`config.mk`:
```
export PLATFORM = sky130hd
export DESIGN_NAME = vbus_txop_ctl
export DESIGN_NICKNAME = d
export VERILOG_FILES = /design/src/rtl/vbt_pkg.sv /design/src/rtl/vbt_ifr3_qual.sv /design/src/rtl/vbt_txq.sv /design/src/rtl/vbt_errf.sv /design/src/rtl/vbus_txop_ctl.sv
export SDC_FILE = /design/constraint.sdc
export NUM_CORES = 1
export LEC_CHECK = 0
export ABC_AREA = 0
export BUFFER_PORTS_ARGS = -buffer_cell sky130_fd_sc_hd__buf_2
export CORE_MARGIN = 1.5
export CORE_UTILIZATION = 45
export CTS_CLUSTER_DIAMETER = 60
export DETAILED_ROUTE_END_ITERATION = 10
export GPL_TIMING_DRIVEN = 1
export PLACE_DENSITY = 0.72
export SLEW_MARGIN = 20
export SYNTH_ARGS = -nofsm -noshare
export SYNTH_HDL_FRONTEND = slang
export SYNTH_HIERARCHICAL = 1
export SYNTH_SLANG_ARGS = --single-unit
```
`constraint.sdc`:
```
create_clock -name clk -period 1.3 [get_ports clk]
set_clock_uncertainty 0.05 [all_clocks]
set_input_delay 0.13 -clock clk [delete_from_list [all_inputs] [get_ports clk]]
set_output_delay 0.13 -clock clk [all_outputs]
set_load 0.02 [all_outputs]
```
`src/rtl/vbt_pkg.sv`:
```
package vbt_pkg;
  localparam int OP_W  = 3;
  localparam int ERR_W = 3;
  localparam int E_CRC = 0;
  localparam int E_ABT = 1;
  localparam int E_UDF = 2;

  typedef enum logic [OP_W-1:0] {
    OP_CANCEL  = 3'd0,
    OP_MSG     = 3'd1,
    OP_MSG_CRC = 3'd2,
    OP_IFR1    = 3'd3,
    OP_IFR2    = 3'd4,
    OP_IFR3    = 3'd5,
    OP_IFR3CRC = 3'd6,
    OP_RSVD    = 3'd7
  } op_e;

  function automatic logic is_msg(op_e o);
    return (o == OP_MSG) || (o == OP_MSG_CRC);
  endfunction

  function automatic logic adds_crc(op_e o);
    return (o == OP_MSG_CRC) || (o == OP_IFR3CRC);
  endfunction

  function automatic logic is_chained(op_e o);
    return (o == OP_MSG) || (o == OP_IFR3);
  endfunction

  function automatic logic continues(op_e act, op_e nxt);
    return ((act == OP_MSG) && is_msg(nxt)) ||
           ((act == OP_IFR3) && ((nxt == OP_IFR3) || (nxt == OP_IFR3CRC)));
  endfunction
endpackage

```
`src/rtl/vbt_ifr3_qual.sv`:
```
module vbt_ifr3_qual (
  input  logic chain_i,
  input  logic act_vld_i,
  input  logic act_msg_i,
  input  logic crc_ok_i,
  input  logic len_en_i,
  input  logic len_ok_i,
  input  logic eod_ok_i,
  input  logic no_lim_i,
  input  logic cnt_gt_i,
  input  logic in_ifr_i,
  output logic ok_o,
  output logic set_crce_o,
  output logic set_abt_o,
  output logic send_inv_o
);
  logic cnt_bad;
  assign cnt_bad = !no_lim_i && cnt_gt_i;

  always_comb begin
    ok_o       = 1'b0;
    set_crce_o = 1'b0;
    set_abt_o  = 1'b0;
    send_inv_o = 1'b0;
    if (chain_i) begin
      if (cnt_bad) begin
        set_abt_o  = 1'b1;
        send_inv_o = 1'b1;
      end else begin
        ok_o = 1'b1;
      end
    end else if (!crc_ok_i) begin
      set_crce_o = 1'b1;
    end else if (len_en_i && !len_ok_i) begin
      set_abt_o = 1'b1;
    end else if (!eod_ok_i) begin
      ok_o = 1'b0;
    end else if (cnt_bad) begin
      set_abt_o  = 1'b1;
      send_inv_o = 1'b1;
    end else if (act_msg_i || act_vld_i || in_ifr_i) begin
      set_abt_o = 1'b1;
    end else begin
      ok_o = 1'b1;
    end
  end
endmodule

```
`src/rtl/vbt_txq.sv`:
```
module vbt_txq
  import vbt_pkg::*;
(
  input  logic            clk,
  input  logic            rst_ni,
  input  logic            wr_i,
  input  op_e             op_i,
  input  logic            q_ok_i,
  input  logic            q_inv_i,
  input  logic            line_idle_i,
  input  logic            tx_done_i,
  output logic            act_vld_o,
  output op_e             act_op_o,
  output logic            udf_o,
  output logic            trdy_o,
  output logic            tx_start_o,
  output logic [OP_W-1:0] tx_code_o,
  output logic            tx_crc_o,
  output logic            tx_inv_o
);
  logic pend_vld_q, pend_vld_n, act_vld_q, act_vld_n, trdy_q, trdy_n;
  op_e  pend_op_q, pend_op_n, act_op_q, act_op_n;
  logic start_q, crc_q, inv_q, inv_n;
  logic [OP_W-1:0] code_q;
  logic done_ev, cont, launch, accept, cancel;

  assign done_ev = act_vld_q && tx_done_i;
  assign cont    = pend_vld_q && continues(act_op_q, pend_op_q);
  assign launch  = (pend_vld_q && !act_vld_q && (!is_msg(pend_op_q) || line_idle_i))
                 || (done_ev && cont);
  assign udf_o   = done_ev && is_chained(act_op_q) && !cont;
  assign cancel  = wr_i && (op_i == OP_CANCEL);

  always_comb begin
    accept = 1'b0;
    if (wr_i) begin
      if (op_i == OP_IFR3CRC)
        accept = q_ok_i && (!pend_vld_q || is_msg(pend_op_q));
      else if ((op_i != OP_CANCEL) && (op_i != OP_RSVD))
        accept = !pend_vld_q;
    end
  end

  always_comb begin
    pend_vld_n = pend_vld_q && !launch;
    pend_op_n  = pend_op_q;
    trdy_n     = trdy_q || launch;
    if (cancel) begin
      pend_vld_n = 1'b0;
      trdy_n     = 1'b1;
    end else if (accept) begin
      pend_vld_n = 1'b1;
      pend_op_n  = op_i;
      trdy_n     = 1'b0;
    end
    act_vld_n = launch ? 1'b1 : (act_vld_q && !done_ev);
    act_op_n  = launch ? pend_op_q : act_op_q;
    inv_n     = udf_o || (wr_i && (op_i == OP_IFR3CRC) && q_inv_i);
  end

  always_ff @(posedge clk or negedge rst_ni) begin
    if (!rst_ni) begin
      pend_vld_q <= 1'b0;
      pend_op_q  <= OP_CANCEL;
      act_vld_q  <= 1'b0;
      act_op_q   <= OP_CANCEL;
      trdy_q     <= 1'b1;
      start_q    <= 1'b0;
      inv_q      <= 1'b0;
      code_q     <= '0;
      crc_q      <= 1'b0;
    end else begin
      pend_vld_q <= pend_vld_n;
      pend_op_q  <= pend_op_n;
      act_vld_q  <= act_vld_n;
      act_op_q   <= act_op_n;
      trdy_q     <= trdy_n;
      start_q    <= launch;
      inv_q      <= inv_n;
      if (launch) begin
        code_q <= pend_op_q;
        crc_q  <= adds_crc(pend_op_q);
      end
    end
  end

  assign act_vld_o  = act_vld_q;
  assign act_op_o   = act_op_q;
  assign trdy_o     = trdy_q;
  assign tx_start_o = start_q;
  assign tx_code_o  = code_q;
  assign tx_crc_o   = crc_q;
  assign tx_inv_o   = inv_q;


  trdy_fall_chk: assert property (@(posedge clk) disable iff (!rst_ni)
    $fell(trdy_q) |-> $past(wr_i));

  start_src_chk: assert property (@(posedge clk) disable iff (!rst_ni)
    start_q |-> $past(pend_vld_q));

  pend_hold_chk: assert property (@(posedge clk) disable iff (!rst_ni)
    (pend_vld_q && $past(pend_vld_q) && !$past(wr_i)) |-> $stable(pend_op_q));

  udf_inv_chk: assert property (@(posedge clk) disable iff (!rst_ni)
    udf_o |=> inv_q);
endmodule

```
`src/rtl/vbt_errf.sv`:
```
module vbt_errf #(
  parameter int W = 3
) (
  input  logic         clk,
  input  logic         rst_ni,
  input  logic [W-1:0] set_i,
  input  logic [W-1:0] clr_i,
  output logic [W-1:0] flags_o
);
  logic [W-1:0] flags_q, flags_n;
  logic         upd;

  assign upd = (|set_i) || (|clr_i);

  always_comb flags_n = (flags_q & ~clr_i) | set_i;

  always_ff @(posedge clk or negedge rst_ni) begin
    if (!rst_ni)  flags_q <= '0;
    else if (upd) flags_q <= flags_n;
  end

  assign flags_o = flags_q;

  for (genvar i = 0; i < W; i++) begin : g_chk

    sticky_chk: assert property (@(posedge clk) disable iff (!rst_ni)
      ($past(flags_q[i]) && !$past(clr_i[i])) |-> flags_q[i]);

    set_wins_chk: assert property (@(posedge clk) disable iff (!rst_ni)
      $past(set_i[i]) |-> flags_q[i]);
  end
endmodule

```
`src/rtl/vbus_txop_ctl.sv`:
```
module vbus_txop_ctl
  import vbt_pkg::*;
#(
  parameter int SYNC_STAGES = 2
) (
  input  logic             clk,
  input  logic             rst_n,
  input  logic             op_wr,
  input  logic [OP_W-1:0]  op_code,
  input  logic [ERR_W-1:0] err_clr,
  input  logic             rx_crc_ok,
  input  logic             len_chk_en,
  input  logic             rx_len_ok,
  input  logic             rx_eod_ok,
  input  logic             no_len_limit,
  input  logic             rx_cnt_gt10,
  input  logic             rx_in_ifr,
  input  logic             line_idle,
  input  logic             tx_done,
  output logic             tx_start,
  output logic [OP_W-1:0]  tx_code,
  output logic             tx_crc,
  output logic             tx_inv_crc,
  output logic             trdy,
  output logic [ERR_W-1:0] err_flags
);
  logic [SYNC_STAGES-1:0] rst_sync_q;
  logic rst_int_n;

  always_ff @(posedge clk or negedge rst_n) begin
    if (!rst_n) rst_sync_q <= '0;
    else        rst_sync_q <= {rst_sync_q[SYNC_STAGES-2:0], 1'b1};
  end
  assign rst_int_n = rst_sync_q[SYNC_STAGES-1];

  op_e  op;
  op_e  act_op;
  logic act_vld, udf, q_ok, q_crce, q_abt, q_inv, is_i3c;
  logic [ERR_W-1:0] err_set;

  assign op     = op_e'(op_code);
  assign is_i3c = op_wr && (op == OP_IFR3CRC);

  vbt_ifr3_qual u_qual (
    .chain_i    (act_vld && (act_op == OP_IFR3)),
    .act_vld_i  (act_vld),
    .act_msg_i  (act_vld && is_msg(act_op)),
    .crc_ok_i   (rx_crc_ok),
    .len_en_i   (len_chk_en),
    .len_ok_i   (rx_len_ok),
    .eod_ok_i   (rx_eod_ok),
    .no_lim_i   (no_len_limit),
    .cnt_gt_i   (rx_cnt_gt10),
    .in_ifr_i   (rx_in_ifr),
    .ok_o       (q_ok),
    .set_crce_o (q_crce),
    .set_abt_o  (q_abt),
    .send_inv_o (q_inv)
  );

  vbt_txq u_txq (
    .clk         (clk),
    .rst_ni      (rst_int_n),
    .wr_i        (op_wr),
    .op_i        (op),
    .q_ok_i      (q_ok),
    .q_inv_i     (q_inv),
    .line_idle_i (line_idle),
    .tx_done_i   (tx_done),
    .act_vld_o   (act_vld),
    .act_op_o    (act_op),
    .udf_o       (udf),
    .trdy_o      (trdy),
    .tx_start_o  (tx_start),
    .tx_code_o   (tx_code),
    .tx_crc_o    (tx_crc),
    .tx_inv_o    (tx_inv_crc)
  );

  always_comb begin
    err_set        = '0;
    err_set[E_CRC] = is_i3c && q_crce;
    err_set[E_ABT] = is_i3c && q_abt;
    err_set[E_UDF] = udf;
  end

  vbt_errf #(.W(ERR_W)) u_errf (
    .clk     (clk),
    .rst_ni  (rst_int_n),
    .set_i   (err_set),
    .clr_i   (err_clr),
    .flags_o (err_flags)
  );


  crce_src_chk: assert property (@(posedge clk) disable iff (!rst_int_n)
    $rose(err_flags[E_CRC]) |-> $past(op_wr && (op_code == 3'd6)));

  inv_src_chk: assert property (@(posedge clk) disable iff (!rst_int_n)
    tx_inv_crc |-> $past(op_wr || tx_done));
endmodule

```
### Word level (Yosys, flattened, before mapping)

Cells that the tools add are included.

* flip-flop bits (word level): 17
* output and inout port bits: 10
* logic and storage cells: 100

* equal/unequal tests: 9
* mux-type cells: 28
* bitwise gates (word level): 4
* reduce and logical (&&, ||, !) cells: 49

Operators by type and width (count)
* $mux W1: 28
* $logic_and A1 B1 Y1: 22
* $logic_or A1 B1 Y1: 14
* $eq A3 B3 Y1 const B: 4
* $logic_not A1 Y1: 8
* $eq A3 B1 Y1 const B: 2
* $eq A3 B2 Y1 const B: 2
* $reduce_or A3 Y1: 2
* $and A3 B3 Y3: 1
* $logic_not A3 Y1: 1
* $ne A3 B3 Y1 const B: 1
* $not A3 Y3: 1
* $or A3 B3 Y3: 1
* $reduce_bool A3 Y1: 1
* $reduce_and A2 Y1: 1
* $not A1 Y1: 1

### Logic depth before layout (Yosys ltp)

* word-level depth: 16
* gate-level depth with buffers: 8
* depth with buffers taken out: 8

### Cells and area by module

Netlist, hierarchy kept.

Modules (own cells, without submodules)
* vbt_txq: instances 1, cells each 49, area each 606.8 um^2, sequential area each 301.5 um^2
* vbt_errf: instances 1, cells each 9, area each 108.9 um^2, sequential area each 75.1 um^2
* vbus_txop_ctl: instances 1, cells each 9, area each 108.9 um^2, sequential area each 50.0 um^2
* vbt_ifr3_qual: instances 1, cells each 12, area each 83.8 um^2, sequential area each 0.0 um^2

### Least setup slack after synthesis

No wires, ideal clock.

* kind: reg-to-reg
* from: register, netlist name u_txq/tx_code_o[0]
* to: register u_txq.pend_op_q[1]
* arrival: 1832 ps
* slack: -710 ps
* stages on the path, launching flop included: 9
* buffers on the path: 0
* clock period less this slack: 2010 ps
* path through: dfrtp_1 xnor2_1 nor3b_2 nor3_2 a41oi_1 nor2_1 and4b_1 o311a_1 mux2_1

RTL lines
* to (signal assigned): RTL line vbt_txq.sv:74 `pend_op_q <= pend_op_n;`
* to (decl): RTL line vbt_txq.sv:22 `op_e pend_op_q, pend_op_n, act_op_q, act_op_n;`

==> impl_metrics.toml <==
[placed_design]
dp_cells = 150
globalplace.congestion = 0.749
dp_hpwl_microns = 1540
placement.io_buffers = 27
placement.setup.worst_slack_ps = -790

[yosys]
fraction_of_synthesized_cell_area_taken_by_the_top_area_cell_type_pct = 44.1
asyncSetResetFlopFracSynth_pct = 100
yosys_warnings = 6
synth_top_cells_by_area = "sky130_fd_sc_hd__dfrtp_1, sky130_fd_sc_hd__mux2_1, sky130_fd_sc_hd__and4b_1, sky130_fd_sc_hd__dfstp_2, sky130_fd_sc_hd__nor2b_1"
synthesis.area_per_instance_sq_um = 11.5
synth_cells = 79
sequential_fraction_of_the_synthesis_area_pct = 47.0
synthDistinctLibCells = 38
yosys-top-cells-count = "sky130_fd_sc_hd__dfrtp_1, sky130_fd_sc_hd__inv_1, sky130_fd_sc_hd__mux2_1, sky130_fd_sc_hd__nor2_1, sky130_fd_sc_hd__nor2b_1"
ys_ff_latch = 17
postSynthNetCount = 97
number_of_enable_flip_flop_cells_after_synthesis = 0
yosysMostFrequentCell = "sky130_fd_sc_hd__dfrtp_1"
syn_area_sq_um = 908
synth_flop_cell = "sky130_fd_sc_hd__dfrtp_1"
synth_top_cell_by_area = "sky130_fd_sc_hd__dfrtp_1"

[floorplanning]
io-pin-count = 28
chipWidth_microns = 47.9
floorplan.initialDensity_pct = 47.3
placeableCoreArea_sq_um = 1920
placement_rows = 16
die_area_sq_um = 2300
chip_height_microns = 47.9

[global_route]
first_global_vias = 752
grt_util_all_layers_pct = 19.9
grt_max_degree = 16
globalRouteOverflowTotal = 0
antenna_found_initial = 0
global_route_wire_length_before_repair_microns = 3160

[power_and_ir_drop]
power_frac_seq_pct = 32.0
leakage_nw = 0.738
internal_power_mw = 1.82
power.share.switching_pct = 36.5
gate_power_share_pct = 58.1
sw_pwr_mw = 1.05
power.total_mw = 2.86
clkPwrFrac_pct = 9.9
ir_worst_vdd_mv = 1.65
powerDensity_nw_per_um2 = 2090

[route]
final_antenna_net_count = 0
routed-via-count = 779
first_pass_iters = 4
count_of_routing_violations_after_the_opening_detailed_route_iteration = 10
wl_per_cell_microns = 13.0
vias_per_cell = 4.78
wirelength_microns = 2120
drc_errors = 0

[worst_setup_path]
crit_path_end_kind = "register"
startpoint = "u_txq/tx_code_o[0]"
timing_worst_setup_path_type = "reg -> reg"
regToRegStartpoint = "u_txq/tx_code_o[0]"
critical-path-max-stage-delay_ps = 410
timing.critical_path.arrival_ps = 2110
path_cells = "xnor2_1, nor3b_2, nor3_2, a41oi_1, nor2_1, and4b_1, o311a_4, mux2_4"
worstPathRequired_ps = 1420
critical_path.max_fanout = 4
path_delay_family = "simple AND/OR/NAND/NOR gates"
slowest_stage = "sky130_fd_sc_hd__dfrtp_1"
critPathLaunchType = "register"
critPathBufInv = 0
r2r_slack_ps = -690

[cts]
htreeDepth = 1
clk_root_buffer_cell = "sky130_fd_sc_hd__clkbuf_4"
clk_pin_slew_ps = 110
ctsLongestPathBuffers = 2
cts.sinks = 17
clock_latency_ps = 290
tritoncts = "built"
clock_buffer_count_from_cts = 3

[sta]
total_negative_slack_ps = -6210
grt_setup_unrepaired = "true"
report.final.setup_viol = 15
timing.final.crit_period_ps = 1990
transition_time_at_the_pin_with_the_least_slew_margin_ps = 635
fmax_ghz = 0.501
hold_violations = 0
post-route-period-util_pct = 153
post_layout_worst_setup_margin_ps = -694
maxSlewHeadroom_pct = 57.6
timing_max_transition_violations_final = 0

[layout]
final_cells = 163
n_antenna_cell = 0
drive_above_1_share_pct = 58.1
nets = 155
area_growth_pct = 51.1
layout.core_utilization_pct = 71.4
n_fill_cell = 168

[min_path]
min-delay-path-class = "in -> reg"
hold_start = "err_clr[1]"

[job]
max_cap_viol_count = 0

[outcome]
violations = "setup timing"
outcome = "complete, but fails checks"
[placed cells by master (no fill, tap or decap), types with 2 or more instances in the layout]
master,synthesis,layout
sky130_fd_sc_hd__nor3b_2,2,2
sky130_fd_sc_hd__nor3b_1,2,2
sky130_fd_sc_hd__a21o_1,3,3
sky130_fd_sc_hd__and4b_1,3,3
sky130_fd_sc_hd__dlygate4sd3_1,0,2
sky130_fd_sc_hd__dfrtp_1,16,16
sky130_fd_sc_hd__o311a_4,1,2
sky130_fd_sc_hd__nor2_1,4,4
sky130_fd_sc_hd__nor2b_1,4,3
sky130_fd_sc_hd__clkbuf_4,0,3
sky130_fd_sc_hd__mux2_4,1,5
sky130_fd_sc_hd__buf_2,0,27
sky130_fd_sc_hd__buf_6,0,4
sky130_fd_sc_hd__inv_1,6,6
sky130_fd_sc_hd__buf_4,3,23
sky130_fd_sc_hd__and2_1,2,2
[final timing paths]
check                                endpoint  cells past startpoint
max in group asynchronous     u_txq/act_vld_o                      0
setup reg to reg           u_txq/pend_op_q[1]                      8
hold / removal              u_errf/flags_o[1]                      3
hold reg to reg             u_errf/flags_o[2]                      0
min in group asynchronous       rst_sync_q[0]                      2
setup / recovery           u_txq/pend_op_q[1]                      8
[metal layers]
layer / GRT usage, % / wire (microns)
met3: 2.26 / 69
met2: 36.0 / 1040
met1: 24.4 / 1000
met4: 6.49 / 10
met5: 0 / 0
[metrics by stage]
step / hold slack, ps / instance area, sq um
finish: 47.9 / 1370
global route: 64.2 / 1370
CTS: 54.4 / 1340
detailed placement: -131 / 1220
global placement: -136 / 1220
floorplan: -216 / 923
[cells by family after synthesis]
kind of cell           after synthesis  synth area share, %
AND/OR/NAND/NOR                     25                 20.5
AO/OA/AOI/OAI                       17                 16.0
flip-flops                          17                 47.0
buffers and inverters               10                 5.37
multiplexers                         6                 7.85
XOR/XNOR                             3                 2.89
other                                1                0.413
[flip-flops by register name (all words and copies together) (netlist names)]
| register | flops |
|---|---|
| u_errf/flags_o | 3 |
| u_txq/pend_op_q | 3 |
| u_txq/tx_code_o | 3 |
| u_txq/pend_vld_q | 1 |
| u_txq/act_vld_o | 1 |
| u_txq/trdy_o | 1 |
| u_txq/tx_inv_o | 1 |
| rst_sync_q | 2 |
| u_txq/tx_crc_o | 1 |
| u_txq/tx_start_o | 1 |
[final cells by class]
| type | instances | area, sq um | share of cell area, % |
|---|---|---|---|
| multi-input cells | 52 | 487 | 35.5 |
| repair buffers | 56 | 373 | 27.2 |
| clock buffers | 4 | 26.3 | 1.91 |
| flip-flops and latches | 17 | 427 | 31.1 |
| well taps | 27 | 33.8 | 2.46 |
| inverters | 7 | 26.3 | 1.91 |
[worst reg2reg max path: stages, from the launching register on]
cell and delay [ps]:
sky130_fd_sc_hd__dfrtp_1 410, sky130_fd_sc_hd__xnor2_1 140, sky130_fd_sc_hd__nor3b_2 170, sky130_fd_sc_hd__nor3_2 60, sky130_fd_sc_hd__a41oi_1 140, sky130_fd_sc_hd__nor2_1 70, sky130_fd_sc_hd__and4b_1 190, sky130_fd_sc_hd__o311a_4 340
sky130_fd_sc_hd__mux2_4 300
[power by group through the flow]
stage / Combinational [mW] / Clock, mW / Sequential [mW]
floorplan: 0.765 / 0 / 0.980
global placement: 1.31 / 0 / 0.897
detailed placement: 1.35 / 0 / 0.911
CTS: 1.57 / 0.289 / 0.904
global route: 1.80 / 0.314 / 0.945
finish: 1.66 / 0.285 / 0.916
[what timing repair did]
action | in CTS | in global routing
pin swaps | 4 | 2
buffers inserted | 5 | 3
endpoints found under the setup margin | 15 | 15
gates resized for setup | 7 | 4
endpoints found under the hold margin | 3 | 0
hold buffers | 2 | 0
Power figures use the tool's default switching activity.
